$ cat src/rtl/sct_pkg.sv
`timescale 1ns/1ps
package sct_pkg;
  typedef enum logic [1:0] {
    PH_IDLE  = 2'd0,
    PH_XFER  = 2'd1,
    PH_ACK   = 2'd2,
    PH_WAIT9 = 2'd3
  } phase_e;

  typedef enum logic [2:0] {
    ST_IDLE,
    ST_RESV,
    ST_RSWAIT,
    ST_RSSETUP,
    ST_GEN,
    ST_LOW
  } st_e;
endpackage

$ cat src/rtl/sct_gate.sv
`timescale 1ns/1ps
module sct_gate
  import sct_pkg::*;
(
  input  logic       start_req_i,
  input  logic       stop_req_i,
  input  logic [1:0] phase_i,
  input  logic       rx_mode_i,
  input  logic       ack_en_i,
  input  logic       last_rx_i,
  output logic       ok_o,
  output logic       rstart_o
);
  logic phase_ok;

  always_comb begin
    unique case (phase_e'(phase_i))
      PH_IDLE:  phase_ok = 1'b1;
      PH_WAIT9: phase_ok = !rx_mode_i || (!ack_en_i && last_rx_i);
      default:  phase_ok = 1'b0;
    endcase
  end

  assign ok_o     = start_req_i && !stop_req_i && phase_ok;
  assign rstart_o = (phase_e'(phase_i) == PH_WAIT9);
endmodule

$ cat src/rtl/sct_timer.sv
`timescale 1ns/1ps
module sct_timer #(
  parameter int HOLD_CYC = 4
) (
  input  logic clk_i,
  input  logic rst_ni,
  input  logic clr_i,
  output logic done_o
);
  localparam int CW = (HOLD_CYC > 1) ? $clog2(HOLD_CYC) : 1;
  localparam logic [CW-1:0] LAST = CW'(HOLD_CYC - 1);

  logic [CW-1:0] cnt_q;

  always_ff @(posedge clk_i or negedge rst_ni) begin
    if (!rst_ni)          cnt_q <= '0;
    else if (clr_i)       cnt_q <= '0;
    else if (cnt_q != LAST) cnt_q <= cnt_q + 1'b1;
  end

  assign done_o = (cnt_q == LAST);

  AST_TMR_SAT: assert property (@(posedge clk_i) disable iff (!rst_ni)
    (done_o && !clr_i) |=> done_o);
endmodule

$ cat src/rtl/i2c_start_ctl.sv
`timescale 1ns/1ps
module i2c_start_ctl
  import sct_pkg::*;
#(
  parameter int HOLD_CYC = 4
) (
  input  logic       clk_i,
  input  logic       rst_ni,
  input  logic       en_i,
  input  logic       start_req_i,
  input  logic       stop_req_i,
  input  logic       release_i,
  input  logic       resv_dis_i,
  input  logic       bus_busy_i,
  input  logic       arb_lost_i,
  input  logic [1:0] phase_i,
  input  logic       rx_mode_i,
  input  logic       ack_en_i,
  input  logic       last_rx_i,
  input  logic       wait_release_i,
  output logic       sda_o,
  output logic       scl_o,
  output logic       start_bit_o,
  output logic       resv_fail_o,
  output logic       start_done_o
);
  st_e  st_q, st_d;
  logic fail_q, fail_d;
  logic done_q, done_d;
  logic gate_ok, gate_rs, tmr_done;

  sct_gate u_gate (
    .start_req_i (start_req_i),
    .stop_req_i  (stop_req_i),
    .phase_i     (phase_i),
    .rx_mode_i   (rx_mode_i),
    .ack_en_i    (ack_en_i),
    .last_rx_i   (last_rx_i),
    .ok_o        (gate_ok),
    .rstart_o    (gate_rs)
  );

  sct_timer #(.HOLD_CYC(HOLD_CYC)) u_tmr (
    .clk_i  (clk_i),
    .rst_ni (rst_ni),
    .clr_i  (st_d != st_q),
    .done_o (tmr_done)
  );

  always_comb begin
    st_d   = st_q;
    fail_d = fail_q;
    done_d = 1'b0;
    if (!en_i || release_i) begin
      st_d   = ST_IDLE;
      fail_d = 1'b0;
    end else if (arb_lost_i) begin
      st_d = ST_IDLE;
    end else begin
      unique case (st_q)
        ST_IDLE: if (gate_ok) begin
          fail_d = 1'b0;
          if (gate_rs)         st_d = ST_RSWAIT;
          else if (!bus_busy_i) st_d = ST_GEN;
          else if (resv_dis_i)  fail_d = 1'b1;
          else                  st_d = ST_RESV;
        end
        ST_RESV:    if (!bus_busy_i)    st_d = ST_GEN;
        ST_RSWAIT:  if (wait_release_i) st_d = ST_RSSETUP;
        ST_RSSETUP: if (tmr_done)       st_d = ST_GEN;
        ST_GEN: if (tmr_done) begin
          st_d   = ST_LOW;
          done_d = 1'b1;
        end
        ST_LOW:     if (wait_release_i) st_d = ST_IDLE;
        default:    st_d = ST_IDLE;
      endcase
    end
  end

  always_ff @(posedge clk_i or negedge rst_ni) begin
    if (!rst_ni) begin
      st_q   <= ST_IDLE;
      fail_q <= 1'b0;
      done_q <= 1'b0;
    end else begin
      st_q   <= st_d;
      fail_q <= fail_d;
      done_q <= done_d;
    end
  end

  // lines released and flags masked whenever the interface is off
  assign sda_o        = !en_i || !(st_q == ST_GEN || st_q == ST_LOW);
  assign scl_o        = !en_i || (st_q != ST_LOW);
  assign start_bit_o  = en_i && (st_q == ST_RESV || st_q == ST_RSWAIT || st_q == ST_RSSETUP);
  assign resv_fail_o  = en_i && fail_q;
  assign start_done_o = en_i && done_q;

  AST_SDA_FALL_SCL_HIGH: assert property (@(posedge clk_i) disable iff (!rst_ni)
    $fell(sda_o) |-> scl_o);
  AST_DONE_LINES_LOW: assert property (@(posedge clk_i) disable iff (!rst_ni)
    start_done_o |-> (!scl_o && !sda_o));
  AST_RESV_HOLDS: assert property (@(posedge clk_i) disable iff (!rst_ni)
    (en_i && st_q == ST_RESV && bus_busy_i && !release_i && !arb_lost_i) |=> (start_bit_o || !en_i));
  AST_FAIL_NO_START: assert property (@(posedge clk_i) disable iff (!rst_ni)
    resv_fail_o |-> (sda_o && !start_bit_o));
  AST_ARB_CLEARS: assert property (@(posedge clk_i) disable iff (!rst_ni)
    (en_i && arb_lost_i) |=> !start_bit_o);
  AST_STOP_IGNORED: assert property (@(posedge clk_i) disable iff (!rst_ni)
    (st_q == ST_IDLE && start_req_i && stop_req_i) |=> (sda_o && !start_bit_o));
  AST_XFER_REJECT: assert property (@(posedge clk_i) disable iff (!rst_ni)
    (st_q == ST_IDLE && start_req_i && phase_i == 2'd1) |=> (sda_o && !start_bit_o));
  AST_DIS_QUIET: assert property (@(posedge clk_i) disable iff (!rst_ni)
    !en_i |-> (sda_o && scl_o && !start_bit_o && !resv_fail_o && !start_done_o));
endmodule

$ cat config.mk
export PLATFORM = sky130hd
export DESIGN_NAME = i2c_start_ctl
export DESIGN_NICKNAME = d
export VERILOG_FILES = /design/src/rtl/sct_pkg.sv /design/src/rtl/sct_gate.sv /design/src/rtl/sct_timer.sv /design/src/rtl/i2c_start_ctl.sv
export SDC_FILE = /design/constraint.sdc
export NUM_CORES = 1
export LEC_CHECK = 0
export ABC_AREA = 1
export BUFFER_PORTS_ARGS = -buffer_cell sky130_fd_sc_hd__buf_2
export CAP_MARGIN = 10
export CORE_MARGIN = 10
export CORE_UTILIZATION = 44
export DETAILED_ROUTE_END_ITERATION = 8
export PLACE_DENSITY = 0.75
export SYNTH_ARGS = -nofsm -noshare
export SYNTH_HDL_FRONTEND = slang
export SYNTH_SLANG_ARGS = --single-unit
$ cat constraint.sdc
create_clock -name clk_i -period 1.5 [get_ports clk_i]
set_clock_uncertainty 0.15 [all_clocks]
set_input_delay 0.15 -clock clk_i [delete_from_list [all_inputs] [get_ports clk_i]]
set_output_delay 0.15 -clock clk_i [all_outputs]
set_load 0.01 [all_outputs]
==> summary.txt <==
================================================================================
Crit path cell chain .............................................. buf_4 > nor2_4 > nand3_1 > nand3_2 > nor2_2 > nand2_2 > nand2_2 > nand2_2 > nand2_2 > nor2_2 > nand3_2 > nor2_1
Most used cells in the layout excluding fill and tap cells ........ sky130_fd_sc_hd__nand2_1 (20), sky130_fd_sc_hd__buf_2 (19), sky130_fd_sc_hd__buf_4 (13), sky130_fd_sc_hd__nand2_2 (12), sky130_fd_sc_hd__nand3_1 (12)
Number of buffers on the longest clock path .......................            2
Site row count ....................................................           14
Status ............................................................ finished, violations left
Total Nets Final ..................................................          166
Total count of hold-check failures in the final report ............            0
Critical Path Sink Type ...........................................     register
Die Ht ............................................................      59.1 um
Met2 track demand over resource in global routing .................        20.7%
GRT Overall Usage .................................................        11.9%
Summed instance area of the synthesized netlist ...................    673 sq um
Met3 Usage GRT ....................................................        3.43%
Global-route wire length before repair ............................      3.33 mm
Area of the core ..................................................   1470 sq um
Failing checks .................................................... negative setup slack
Largest net degree at the start of global routing .................            8
Critical path's top delay family .................................. simple AND/OR/NAND/NOR gates
Worst reg2reg startpoint .......................................... st_q[2]$_DFF_PN0_
Finish-stage setup viols ..........................................            4
Clock latency reported for the late side of the worst-skew pair ...      0.26 ns
Data required time at the worst endpoint ..........................      1.54 ns
Ratio of total power to cell area .................................  643 nW/um^2
Met1 routing resource usage after global routing ..................        13.5%
TritonRoute pass-1 iters ..........................................            4
Crit path buffers/inverters .......................................            1
Mean area per synthesized cell ....................................   6.41 sq um
Number of buffers created by CTS ..................................            3
Root cell of the clock tree ....................................... sky130_fd_sc_hd__clkbuf_4
Start point of the worst min-delay path ...........................    release_i
Register bit total from synthesis .................................            7
Crit path from .................................................... st_q[2]$_DFF_PN0_
I/O Pins ..........................................................           20
Worst stage delay on the critical path ............................      0.40 ns
DRC violation count after routing .................................            0
Count of clock tree sinks .........................................            7
Number of vias per cell ...........................................         4.91
Routability congestion estimate from global placement .............        0.875
Number of diodes added for antenna fixing .........................            0
Starting density of the core ......................................        45.7%
Worst-Margin Slew .................................................     0.346 ns
Worst Path Arrival ................................................      1.72 ns
Part of the Yosys area used for sequential elements ...............        26.0%
Ratio of cells with drive above 1 in the final layout .............        56.5%
Clock tree from TritonCTS .........................................         done
Dpl hpwl ..........................................................      1.55 mm
Final period demand of the worst path .............................      1.68 ns
Buffers added on ports ............................................           19
Chip Width ........................................................      59.1 um
# H-tree levels ...................................................            1
DR vias ...........................................................          801
Worst Hold Class ..................................................       in2reg
Worst slew margin relative to its limit ...........................        76.9%
Post-Syn Nets .....................................................          123
Final wirelength ..................................................      2.11 mm
Startpoint type of the worst setup path ...........................     register
Most common library cell in the layout ignoring fill and taps ..... sky130_fd_sc_hd__nand2_1
Min setup slack post-route ........................................    -0.184 ns
Average routed wire per standard cell .............................      12.9 um
Area of placed instances ..........................................    961 sq um
Maximum vdd drop ..................................................     0.615 mV
RSZ-0062 raised after global routing ..............................         true
Synth cell types ..................................................           22
Max Clk Rate ......................................................      594 MHz
GRT overflow ......................................................            0
Via count of the first global-routing pass ........................          776
Starting DRT DRC Count ............................................           26
Number of violations of the max-capacitance limit .................            0
Critical path fanouts, max ........................................            5
Synthesized instance count ........................................          105
Dominant cell type by count on the critical path .................. sky130_fd_sc_hd__nand2_2
Final critical-path share of the clock period .....................         112%
Number of nets still failing antenna checks after routing .........            0
Die Area ..........................................................   3490 sq um
Number of pins with negative max-slew slack in the final report ...            0
Static leakage power ..............................................     0.610 nW
Syn-to-layout area delta ..........................................        63.4%
Crit Path Class ...................................................      reg2reg
Post-route cell area ..............................................   1100 sq um
CP max stage cell ................................................. sky130_fd_sc_hd__dfrtp_1
Clock transition at the registers of the reported paths ...........      0.06 ns
Grt peak-use layer ................................................         met2
WHS ...............................................................    0.0702 ns
Warnings from Yosys ...............................................            0
Number of antenna violations at the first check in global routing .            0
================================================================================
[through the flow]
step / util (%) / std cells / TNS (ns) / total power [mW] / worst slack, ns
floorplan: - / 105 / -0.0182 / 0.398 / -0.00684
global placement: 65.3 / 156 / -0.768 / 0.472 / -0.239
detailed placement: 65.3 / 156 / -0.967 / 0.489 / -0.318
CTS: 71.7 / 162 / -0.473 / 0.679 / -0.152
global route: 74.7 / 163 / -1.01 / 0.750 / -0.313
finish: 74.7 / 163 / -0.541 / 0.707 / -0.184
[area by class of cell]
type	instances	area [sq um]
Clock buffer	4	26.3
Fill cell	121	372
Inverter	21	93.8
Multi-Input combinational cell	76	513
Sequential cell	7	178
Tap cell	16	20.0
Timing Repair Buffer	39	269
[timing repair]
item,4_1_cts,5_1_grt
hold endpoints to repair,8,0
resized for setup,16,10
endpoints found under the setup margin,5,7
setup buffers,0,2
hold buffers,2,0
pin swaps,4,4
[where the power goes]
group / switching (mW) / internal, mW
Combinational: 0.134 / 0.139
Clock: 0.0805 / 0.102
Sequential: 0.0306 / 0.221
[metal layers]
layer	routed length [um]	vias up
met2	1110	32
met5	0	-
li1	-	409
met1	837	356
met3	140	4
met4	25	0
[worst reg2reg max path, stage by stage, from the launching register on]
cell and delay, ns:
sky130_fd_sc_hd__dfrtp_1 0.40, sky130_fd_sc_hd__buf_4 0.18, sky130_fd_sc_hd__nor2_4 0.14, sky130_fd_sc_hd__nand3_1 0.10, sky130_fd_sc_hd__nand3_2 0.08, sky130_fd_sc_hd__nor2_2 0.05
sky130_fd_sc_hd__nand2_2 0.07, sky130_fd_sc_hd__nand2_2 0.07, sky130_fd_sc_hd__nand2_2 0.07, sky130_fd_sc_hd__nand2_2 0.05, sky130_fd_sc_hd__nor2_2 0.10, sky130_fd_sc_hd__nand3_2 0.07
sky130_fd_sc_hd__nor2_1 0.09
[sequential cells by signal, indices dropped and copies added (netlist names)]
name and count:
done_q 1, fail_q 1, st_q 3, u_tmr.cnt_q 2
[path summary, 6_finish.rpt]
| check | cells past startpoint | slack [ns] | end |
|---|---|---|---|
| hold / removal | 4 | 0.07 | done_q$_DFF_PN0_ |
| max in group asynchronous | 2 | 0.90 | st_q[1]$_DFF_PN0_ |
| min in group asynchronous | 2 | 0.11 | fail_q$_DFFE_PN0P_ |
| setup reg to reg | 12 | -0.18 | u_tmr.cnt_q[0]$_DFFE_PN0P_ |
| hold reg to reg | 4 | 0.44 | fail_q$_DFFE_PN0P_ |
| setup / recovery | 12 | -0.18 | u_tmr.cnt_q[0]$_DFFE_PN0P_ |
[cell families after synthesis]
family	synth area share [%]
AOI/OAI and AO/OA	3.34
buffers and inverters	13.4
DFF	26.0
adders and majority gates	5.58
and+or+nand+nor	48.9
muxes	1.49
xor gates and xnor gates	1.30
[Yosys cell counts]
cell type / n / area, sq um
sky130_fd_sc_hd__nor2_4: 2 / 22.5
sky130_fd_sc_hd__o21ai_0: 1 / 5.00
sky130_fd_sc_hd__buf_6: 1 / 11.3
sky130_fd_sc_hd__nand3_1: 15 / 75.1
sky130_fd_sc_hd__nor3_1: 2 / 10.0
sky130_fd_sc_hd__inv_2: 4 / 15.0
sky130_fd_sc_hd__nor2_2: 4 / 25.0
sky130_fd_sc_hd__inv_1: 16 / 60.1
sky130_fd_sc_hd__o21ai_1: 1 / 5.00
sky130_fd_sc_hd__a211oi_2: 1 / 12.5
sky130_fd_sc_hd__or3_1: 1 / 6.26
sky130_fd_sc_hd__mux2i_1: 1 / 10.0
sky130_fd_sc_hd__ha_1: 3 / 37.5
sky130_fd_sc_hd__nor2_1: 9 / 33.8
sky130_fd_sc_hd__clkinv_1: 1 / 3.75
sky130_fd_sc_hd__nand3_2: 1 / 10.0
sky130_fd_sc_hd__nand2_1: 29 / 109
sky130_fd_sc_hd__dfrtp_1: 7 / 175
sky130_fd_sc_hd__xor2_1: 1 / 8.76
sky130_fd_sc_hd__nand2_2: 3 / 18.8
sky130_fd_sc_hd__nor4_1: 1 / 6.26
sky130_fd_sc_hd__nor3b_2: 1 / 12.5
(Power assumes the default switching activity.)
